--- src/rtl/asm_pkg.sv ---
package asm_pkg;

  // Access sequence phases
  typedef enum logic [2:0] {
    ST_IDLE   = 3'd0,
    ST_SETUP  = 3'd1,
    ST_STROBE = 3'd2,
    ST_HOLD   = 3'd3,
    ST_DONE   = 3'd4
  } asm_state_e;

endpackage

--- src/rtl/asm_ctrl.sv ---
module asm_ctrl
  import asm_pkg::*;
#(
  parameter int CW = 4
) (
  input  logic          clk,
  input  logic          rst_n,
  input  logic          req_valid,
  input  logic [CW-1:0] cfg_setup,
  input  logic [CW-1:0] cfg_wait,
  input  logic [CW-1:0] cfg_hold,
  input  logic          cfg_ack_en,
  input  logic          dev_ack,
  input  logic          expire,
  output asm_state_e    state,
  output logic          accept,
  output logic          cap_en,
  output logic          timed_out
);

  asm_state_e    state_q, state_d;
  logic [CW-1:0] cnt_q, cnt_d;
  logic [CW-1:0] wait_q, hold_q;
  logic          acken_q;
  logic          to_q, to_d;
  logic          normal_end;

  // strobe end condition depends on the sampled acknowledge mode
  always_comb begin
    normal_end = acken_q ? dev_ack : (cnt_q == '0);
    state_d    = state_q;
    cnt_d      = cnt_q;
    to_d       = to_q;
    accept     = 1'b0;
    cap_en     = 1'b0;
    case (state_q)
      ST_IDLE: begin
        if (req_valid) begin
          accept  = 1'b1;
          state_d = ST_SETUP;
          cnt_d   = cfg_setup;
          to_d    = 1'b0;
        end
      end
      ST_SETUP: begin
        if (cnt_q == '0) begin
          state_d = ST_STROBE;
          cnt_d   = wait_q;
        end else begin
          cnt_d = cnt_q - CW'(1);
        end
      end
      ST_STROBE: begin
        if (normal_end) begin
          cap_en  = 1'b1;
          state_d = ST_HOLD;
          cnt_d   = hold_q;
        end else if (expire) begin
          to_d    = 1'b1;       // monitor cut
          state_d = ST_HOLD;
          cnt_d   = hold_q;
        end else if (!acken_q) begin
          cnt_d = cnt_q - CW'(1);
        end
      end
      ST_HOLD: begin
        if (cnt_q == '0) begin
          state_d = ST_DONE;
        end else begin
          cnt_d = cnt_q - CW'(1);
        end
      end
      ST_DONE: state_d = ST_IDLE;
      default: state_d = ST_IDLE;
    endcase
  end

  always_ff @(posedge clk or negedge rst_n) begin
    if (!rst_n) begin
      state_q <= ST_IDLE;
      cnt_q   <= '0;
      to_q    <= 1'b0;
      wait_q  <= '0;
      hold_q  <= '0;
      acken_q <= 1'b0;
    end else begin
      state_q <= state_d;
      cnt_q   <= cnt_d;
      to_q    <= to_d;
      if (accept) begin
        wait_q  <= cfg_wait;
        hold_q  <= cfg_hold;
        acken_q <= cfg_ack_en;
      end
    end
  end

  assign state     = state_q;
  assign timed_out = to_q;

endmodule

--- src/rtl/asm_busmon.sv ---
module asm_busmon #(
  parameter int LIMW = 8
) (
  input  logic            clk,
  input  logic            rst_n,
  input  logic            accept,
  input  logic            active,
  input  logic [LIMW-1:0] cfg_limit,
  output logic            expire
);

  localparam logic [LIMW-1:0] CNT_MAX = '1;

  logic [LIMW-1:0] cnt_q, cnt_d;
  logic [LIMW-1:0] lim_q;

  // saturating count of select-active cycles, cleared between accesses
  always_comb begin
    if (!active) begin
      cnt_d = '0;
    end else if (cnt_q == CNT_MAX) begin
      cnt_d = cnt_q;
    end else begin
      cnt_d = cnt_q + LIMW'(1);
    end
  end

  always_ff @(posedge clk or negedge rst_n) begin
    if (!rst_n) begin
      cnt_q <= '0;
      lim_q <= '0;
    end else begin
      cnt_q <= cnt_d;
      if (accept) begin
        lim_q <= cfg_limit;
      end
    end
  end

  assign expire = active && (cnt_q >= lim_q);

endmodule

--- src/rtl/asm_lanes.sv ---
module asm_lanes #(
  parameter int AW     = 16,
  parameter int LANE_W = 8,
  parameter int LANES  = 2
) (
  input  logic                    clk,
  input  logic                    rst_n,
  input  logic                    accept,
  input  logic                    req_write,
  input  logic [AW-1:0]           req_addr,
  input  logic [LANES-1:0]        req_be,
  input  logic [LANES*LANE_W-1:0] req_wdata,
  input  logic                    cfg_narrow,
  input  logic                    active,
  input  logic                    strobe,
  input  logic                    cap_en,
  input  logic [LANES*LANE_W-1:0] mem_dq_i,
  output logic [AW-1:0]           mem_addr,
  output logic [LANES-1:0]        mem_we_n,
  output logic                    mem_oe_n,
  output logic [LANES*LANE_W-1:0] mem_dq_o,
  output logic                    mem_dq_oe,
  output logic [LANES*LANE_W-1:0] rsp_rdata
);

  localparam int DW   = LANES * LANE_W;
  localparam int SELW = (LANES > 1) ? $clog2(LANES) : 1;

  // the narrow lane is the lowest set bit of the mask
  function automatic logic [SELW-1:0] low_lane(input logic [LANES-1:0] be);
    logic [SELW-1:0] sel;
    sel = '0;
    for (int i = LANES - 1; i >= 0; i--) begin
      if (be[i]) sel = SELW'(i);
    end
    return sel;
  endfunction

  logic [SELW-1:0]   sel;
  logic [LANE_W-1:0] nbyte;
  logic [AW-1:0]     addr_d, addr_q;
  logic [DW-1:0]     wdata_d, wdata_q;
  logic [LANES-1:0]  wmask_d, wmask_q;
  logic [DW-1:0]     cap_d, rdata_q;
  logic              wr_q, narrow_q;

  assign sel     = low_lane(req_be);
  assign nbyte   = req_wdata[sel*LANE_W +: LANE_W];
  assign addr_d  = cfg_narrow ? {req_addr[AW-SELW-1:0], sel} : req_addr;
  assign wdata_d = cfg_narrow ? {LANES{nbyte}} : req_wdata;

  for (genvar g = 0; g < LANES; g++) begin : g_lane
    // which write strobes fire
    assign wmask_d[g] = req_write && (cfg_narrow ? (g == 0) : req_be[g]);
    assign mem_we_n[g] = ~(strobe && wmask_q[g]);
    // capture lane source
    assign cap_d[g*LANE_W +: LANE_W] = narrow_q ? mem_dq_i[LANE_W-1:0]
                                                : mem_dq_i[g*LANE_W +: LANE_W];
  end

  always_ff @(posedge clk or negedge rst_n) begin
    if (!rst_n) begin
      addr_q   <= '0;
      wdata_q  <= '0;
      wmask_q  <= '0;
      wr_q     <= 1'b0;
      narrow_q <= 1'b0;
    end else if (accept) begin
      addr_q   <= addr_d;
      wdata_q  <= wdata_d;
      wmask_q  <= wmask_d;
      wr_q     <= req_write;
      narrow_q <= cfg_narrow;
    end
  end

  always_ff @(posedge clk or negedge rst_n) begin
    if (!rst_n) begin
      rdata_q <= '0;
    end else if (cap_en && !wr_q) begin
      rdata_q <= cap_d;
    end
  end

  assign mem_addr  = addr_q;
  assign mem_dq_o  = wdata_q;
  assign mem_dq_oe = active && wr_q;
  assign mem_oe_n  = ~(strobe && !wr_q);
  assign rsp_rdata = rdata_q;

endmodule

--- src/rtl/asyncmem_seq.sv ---
module asyncmem_seq
  import asm_pkg::*;
#(
  parameter int AW     = 16,
  parameter int LANE_W = 8,
  parameter int LANES  = 2,
  parameter int CW     = 4,
  parameter int LIMW   = 8
) (
  input  logic                    clk,
  input  logic                    rst_n,
  input  logic                    req_valid,
  input  logic                    req_write,
  input  logic [AW-1:0]           req_addr,
  input  logic [LANES-1:0]        req_be,
  input  logic [LANES*LANE_W-1:0] req_wdata,
  output logic                    req_ack,
  output logic [LANES*LANE_W-1:0] rsp_rdata,
  output logic                    rsp_timeout,
  input  logic [CW-1:0]           cfg_setup,
  input  logic [CW-1:0]           cfg_wait,
  input  logic [CW-1:0]           cfg_hold,
  input  logic                    cfg_ack_en,
  input  logic                    cfg_narrow,
  input  logic [LIMW-1:0]         cfg_limit,
  output logic [AW-1:0]           mem_addr,
  output logic                    mem_cs_n,
  output logic                    mem_oe_n,
  output logic [LANES-1:0]        mem_we_n,
  output logic [LANES*LANE_W-1:0] mem_dq_o,
  output logic                    mem_dq_oe,
  input  logic [LANES*LANE_W-1:0] mem_dq_i,
  input  logic                    dev_ack
);

  asm_state_e state;
  logic       accept, cap_en, timed_out, expire;
  logic       active, strobe;

  assign active = (state == ST_SETUP) || (state == ST_STROBE) || (state == ST_HOLD);
  assign strobe = (state == ST_STROBE);

  asm_ctrl #(.CW(CW)) u_ctrl (
    .clk        (clk),
    .rst_n      (rst_n),
    .req_valid  (req_valid),
    .cfg_setup  (cfg_setup),
    .cfg_wait   (cfg_wait),
    .cfg_hold   (cfg_hold),
    .cfg_ack_en (cfg_ack_en),
    .dev_ack    (dev_ack),
    .expire     (expire),
    .state      (state),
    .accept     (accept),
    .cap_en     (cap_en),
    .timed_out  (timed_out)
  );

  asm_busmon #(.LIMW(LIMW)) u_mon (
    .clk       (clk),
    .rst_n     (rst_n),
    .accept    (accept),
    .active    (active),
    .cfg_limit (cfg_limit),
    .expire    (expire)
  );

  asm_lanes #(.AW(AW), .LANE_W(LANE_W), .LANES(LANES)) u_lanes (
    .clk        (clk),
    .rst_n      (rst_n),
    .accept     (accept),
    .req_write  (req_write),
    .req_addr   (req_addr),
    .req_be     (req_be),
    .req_wdata  (req_wdata),
    .cfg_narrow (cfg_narrow),
    .active     (active),
    .strobe     (strobe),
    .cap_en     (cap_en),
    .mem_dq_i   (mem_dq_i),
    .mem_addr   (mem_addr),
    .mem_we_n   (mem_we_n),
    .mem_oe_n   (mem_oe_n),
    .mem_dq_o   (mem_dq_o),
    .mem_dq_oe  (mem_dq_oe),
    .rsp_rdata  (rsp_rdata)
  );

  assign mem_cs_n    = ~active;
  assign req_ack     = (state == ST_DONE);
  assign rsp_timeout = req_ack && timed_out;

endmodule

--- config.mk ---
export PLATFORM = sky130hd
export DESIGN_NAME = asyncmem_seq
export DESIGN_NICKNAME = d
export VERILOG_FILES = /design/src/rtl/asm_pkg.sv /design/src/rtl/asm_ctrl.sv /design/src/rtl/asm_busmon.sv /design/src/rtl/asm_lanes.sv /design/src/rtl/asyncmem_seq.sv
export SDC_FILE = /design/constraint.sdc
export NUM_CORES = 1
export LEC_CHECK = 0
export BUFFER_PORTS_ARGS = -buffer_cell sky130_fd_sc_hd__buf_2
export CAP_MARGIN = 20
export CELL_PAD_IN_SITES_DETAIL_PLACEMENT = 0
export CELL_PAD_IN_SITES_GLOBAL_PLACEMENT = 1
export CORE_MARGIN = 1.5
export CORE_UTILIZATION = 39
export CTS_CLUSTER_SIZE = 10
export DETAILED_ROUTE_END_ITERATION = 7
export PLACE_DENSITY = 0.86
export REMOVE_ABC_BUFFERS = 1
export SLEW_MARGIN = 10
export SYNTH_ARGS = -nofsm -noshare
export SYNTH_HDL_FRONTEND = slang
export SYNTH_HIERARCHICAL = 1
export SYNTH_SLANG_ARGS = --single-unit
--- constraint.sdc ---
create_clock -name clk -period 2.7 [get_ports clk]
set_input_delay 0.54 -clock clk [delete_from_list [all_inputs] [get_ports clk]]
set_output_delay 0.54 -clock clk [all_outputs]
set_load 0.05 [all_outputs]
Yosys cells after proc, flatten, opt, wreduce, memory -nomap -nowiden
Cells that the tools add are included.
- register bits: 85
- logic and storage cells: 86
- output and inout port bits: 55
- input bits: 77
- add/sub/neg operators: 2
- reductions and logical operators: 19
- shifts and indexed selects: 1
- bitwise logic cells: 4
- eq/ne operators: 14
- mux-type cells: 31
- $lt $le $gt $ge: 1
- operators by type and width (operator ; count):
    2-to-1 mux 16 bit ; 2
    2-to-1 mux 4 bit ; 6
    2-to-1 mux 8 bit ; 3
    one-hot mux 4 bit (4 select lines) ; 1
    indexed part select 16 x 5 -> 8 bit ; 1
    2-to-1 mux 3 bit ; 5
    2-to-1 mux 1 bit ; 12
    one-hot mux 3 bit (4 select lines) ; 1
    AND reduction 4 bit ; 3
    inequality test 2 bit, second input constant ; 5
    logical AND 1 bit ; 9
    adder 8 x 1 -> 8 bit, second input constant ; 1
    == test 8 bit, second input constant ; 1
    >= comparator 8 bit ; 1
    == test 3 x 2 -> 1 bit, second input constant ; 2
    logical NOT 4 bit ; 1
    inequality test 2 x 1 -> 1 bit, second input constant ; 2
    inequality test 4 bit, second input constant ; 1
    NOT 1 bit ; 4
    nonzero test 4 bit ; 1
    subtractor 4 x 1 -> 4 bit, second input constant ; 1
    == test 3 x 1 -> 1 bit, second input constant ; 1
    == test 3 bit, second input constant ; 1
    logical NOT 3 bit ; 1
    other kinds (5) ; 6

Depth between registers and ports, before layout
- depth in word-level cells: 7
- gate-level depth with buffers: 11
- mapped depth without buffers: 11

Cells and area by module
The synthesis kept the hierarchy.
- modules (own cells, without submodules) (module ; sequential area each (µm²) ; cells an instance ; instances ; area each (µm²)):
    asm_lanes ; 1301.2 ; 230 ; 1 ; 2386.0
    asm_ctrl ; 425.4 ; 108 ; 1 ; 1058.5
    asm_busmon ; 400.4 ; 92 ; 1 ; 872.1
    asyncmem_seq ; 0.0 ; 5 ; 1 ; 45.0

Worst setup path before layout
Ideal clock, no wire load.
- path type: flip-flop to flip-flop
- start: register u_mon.cnt_q[2]
- end: register u_ctrl.cnt_q[3]
- buffers on the path: 0
- library setup time: 139 ps
- data arrival time: 2147 ps
- period minus slack after synthesis: 2286 ps
- stages on the path, launching flop included: 10
- path slack: 414 ps
- data required time: 2561 ps
- cells stage by stage: dfrtp_1 ha_1 a211oi_1 a2111oi_0 o21a_1 a21oi_1 nand2_2 a311o_1 a21oi_1 o311ai_2
- cells in the longest elaborated chain, start to end: 5
- elaborated cells between the ends (all ways): 7
- classes of those cells: 1 x order compare; 1 x eq/ne; 3 x mux; 2 x reduce/logical
- RTL lines (element ; line ; source):
    start, declared ; asm_busmon.sv:14 ; logic [LIMW-1:0] cnt_q, cnt_d;
    start signal, assigned ; asm_busmon.sv:33 ; cnt_q <= cnt_d;
    >= comparator 8 bit * ; asm_busmon.sv:40 ; assign expire = active && (cnt_q >= lim_q);
    logical AND 1 bit * ; asm_busmon.sv:40 ;
    named net expire ; asyncmem_seq.sv:37 ; logic accept, cap_en, timed_out, expire;
    2-to-1 mux 4 bit ; asm_ctrl.sv:58 ; end else if (expire) begin
    2-to-1 mux 4 bit ; asm_ctrl.sv:54 ; if (normal_end) begin
    one-hot mux 4 bit (4 select lines) ; asm_ctrl.sv:36 ; case (state_q)
    end signal, assigned ; asm_ctrl.sv:88 ; cnt_q <= cnt_d;
    end, declared ; asm_ctrl.sv:22 ; logic [CW-1:0] cnt_q, cnt_d;
The timed path passes the listed nets; every way through them passes the cells marked *.
A chain may end at the register's enable or synchronous reset.

Worst setup path after layout
- start: register u_mon.cnt_q[0]
- end: register u_ctrl.cnt_q[0]
The elaborated chain is that of the path after synthesis.

==> flow_summary_export.csv <==
group,metric,value,unit
outcome,status,"finished, final reports clean",
setup_path,cp_cell_sequence,"inv_1 > ha_1 > o211ai_1 > a2111oi_0 > o21a_1 > nor4b_1 > a21oi_1 > o21ai_4 > buf_12 > o31ai_1",
synth,synth_top_area_share,48.8,%
detailed_routing,drc_errors,0,
global_routing,gr-total-overflow,0,
floorplan,die-height,109,um
cells_and_area,final_cell_mix,"buf_2 (130), dfrtp_1 (85), nor2_1 (51), nand2_1 (42), o21ai_0 (31)",
synth,yosys.area.top_type,"dfrtp_1",
timing,fmax,0.389,GHz
clock_tree,cts_tree,"yes",
timing,fin_ws,0.132,ns
timing,finClkSkew,0.00949,ns
cells_and_area,syn_to_final_growth,21.7,%
clock_tree,clk_latency,0.35,ns
floorplan,fp.coreArea,10900,um2
detailed_routing,vias_per_cell,5.23,
cells_and_area,final_cell_area,5310,um2
clock_tree,ctsHoldBuffers,0,
place,hpwl,7710,um
cells_and_area,nets,647,
timing,finalHoldViolCount,0,
floorplan,die_x,109,um
timing,tns,0,ns
synth,syn-cell-area,4360,um2
setup_path,crit_path_max_fanout,6,
global_routing,grt.total_usage,18.8,%
synth,ys_ff_latch,85,
detailed_routing,ant_nets,0,
synth,synth_top_flop_cell,"dfrtp_1",
synth,synthTopCellsByArea,"dfrtp_1 (49%), mux2i_1 (5.7%), nor2_1 (4.4%)",
floorplan,io_pins,132,
detailed_routing,drt_wl_total,10500,um
pwr,fin_total_pwr,0.00690,W
timing,report.final.slew_viol_count,0,
clock_tree,cts_buffers,9,
synth,ys_types,62,
clock_tree,clk_path_buf_depth,2,
detailed_routing,dr.pass1.iters,4,
setup_path,cp-end-kind,"flip-flop",
detailed_routing,wl_per_cell,15.0,um
floorplan,core.rowCount,38,
setup_path,cp.arrival,2.81,ns
synth,ys_warn_count,6,
place,io_buffers,131,
cells_and_area,layout_commonest_cell,"buf_2",
detailed_routing,drtIter0Drc,116,
clock_tree,root_buffer,"clkbuf_8",
cells_and_area,diodes,0,
timing,relSlewSlack,60.8,%
floorplan,die-area,11800,um2
run,maxCapViolations,0,
global_routing,grt_max_degree,89,
setup_path,critPathRequiredTime,2.94,ns
global_routing,grt_pass1_vias,3619,
pwr,leakage,2.55,nW
clock_tree,cts_resized,0,
timing,period_needed,2.57,ns
clock_tree,clkTransAtPathRegs,0.08,ns
clock_tree,htreeDepth,3,
synth,syn_area_per_cell,10.0,um2
synth,async_reset_ff_share,100,%
setup_path,cpPeakStageDelay,0.47,ns
worst_hold_path,hp-class,"primary input to async pin",
pwr,ir_worst_vdd,0.702,mV
pwr,p_per_area,1300,nW/um2
timing,period_share,95.1,%
cells_and_area,drive_above_1_share,32.7,%
floorplan,start_util,40.1,%
timing,tightest_slew,0.588,ns
global_routing,grt_pass1_wl,17500,um
place,dpl-instance-area,5110,um2
place,gp_congestion,0.879,
timing,setup_viol,0,
setup_path,crit_type,"flip-flop to flip-flop",
clock_tree,cts.sinks,85,
synth,syn_inst,435,
setup_path,crit_slowest_cell,"a2111oi_0",
detailed_routing,via_count,3675,
synth,ys_seq_area_share,48.8,%
setup_path,cp-start-kind,"flip-flop",
timing,rsz0062_at_grt,"no",
global_routing,antenna_found_initial,0,
setup_path,crit_family,"compound AO/OA/AOI/OAI gates",
place,dpl_worst_slack,0.203,ns
synth,synth_edf_count,0,
setup_path,path_buf_inv,2,
==> logic make-up (layout without fill, tap and decap cells) <==
family / after synthesis / in the layout / synth area share (%)
xor+xnor: 3 / 3 / 0.603
compound gates: 103 / 103 / 14.7
simple gates: 148 / 148 / 17.0
mux: 44 / 44 / 11.0
buf+inv: 41 / 169 / 4.82
fa+ha+maj: 11 / 11 / 3.16
flops: 85 / 85 / 48.8
==> where the power goes <==
group          total [W]  switching, W  leakage, nW  internal [W]
registers        0.00230      0.000418         1.00       0.00188
clock network   0.000849      0.000426       0.0875      0.000424
logic            0.00375       0.00257         1.46       0.00118
total            0.00690       0.00341         2.55       0.00348
==> layout make-up <==
type | count | area, um2
flip-flops and latches | 85 | 2130
multi-input cells | 309 | 2030
clock inverters | 2 | 35.0
well taps | 140 | 175
inverters | 17 | 63.8
clock buffers | 13 | 139
repair buffers | 137 | 741
fillers | 1013 | 5580
==> registers in the layout (all words and copies together) (netlist names) <==
name,flops
u_ctrl/cnt_q,4
u_lanes/mem_addr,16
u_lanes/narrow_q,1
u_ctrl/hold_q,4
u_ctrl/wait_q,4
u_mon/cnt_q,8
u_ctrl/acken_q,1
u_ctrl/timed_out,1
u_mon/lim_q,8
u_lanes/mem_dq_o,16
u_lanes/wr_q,1
u_lanes/rsp_rdata,16
u_lanes/wmask_q,2
u_ctrl/state,3
==> worst paths after layout <==
| path | start | slack, ns | depth (start not counted) | to |
|---|---|---|---|---|
| min in group clk | cfg_limit[6] | 0.40 | 3 | u_mon/lim_q[6]$_DFFE_PN0P_ |
| worst min-delay path | rst_n | 0.18 | 1 | u_lanes/rsp_rdata[1]$_DFFE_PN0P_ |
| worst max-delay path | u_mon/cnt_q[0]$_DFFE_PN0P_ | 0.13 | 10 | u_ctrl/cnt_q[0]$_DFFE_PN0P_ |
| worst max register to register | u_mon/cnt_q[0]$_DFFE_PN0P_ | 0.13 | 10 | u_ctrl/cnt_q[0]$_DFFE_PN0P_ |
| max in group asynchronous | rst_n | 1.86 | 2 | u_mon/lim_q[4]$_DFFE_PN0P_ |
| worst min register to register | u_lanes/rsp_rdata[14]$_DFFE_PN0P_ | 0.48 | 2 | u_lanes/rsp_rdata[14]$_DFFE_PN0P_ |
==> repair_timing <==
item | 4_1_cts | 5_1_grt
setup endpoints to repair | 0 | 1
setup buffers | 0 | 1
hold endpoints to repair | 0 | 0
==> metrics by stage <==
stage	util (%)	cells	hold WS, ns
after CTS	48.6	702	0.197
final	48.7	703	0.180
after global placement	47.0	687	0.457
after global routing	48.7	703	0.216
after floorplan	-	411	0.244
after detailed placement	47.0	687	0.466
==> per-layer routing <==
layer,routed length (um),up-vias,GRT usage [%]
met5,0,-,0
met4,97,0,5.55
met3,933,8,6.81
met2,4940,124,30.1
met1,4580,1759,23.9
li1,-,1784,-
==> Yosys cell counts, drive strengths merged (3+ instances only) <==
library cell	number
mux2i	25
o21ai	32
nand2b	5
ha	11
and3	4
inv	17
a31oi	21
a211oi	3
dfrtp	85
xnor2	3
nand3	14
mux2	19
nor2	52
buf	20
nor2b	3
clkbuf	4
nor3b	4
a21oi	27
nor3	3
nand2	43
Note: power is estimated with default switching activity, not from simulation.
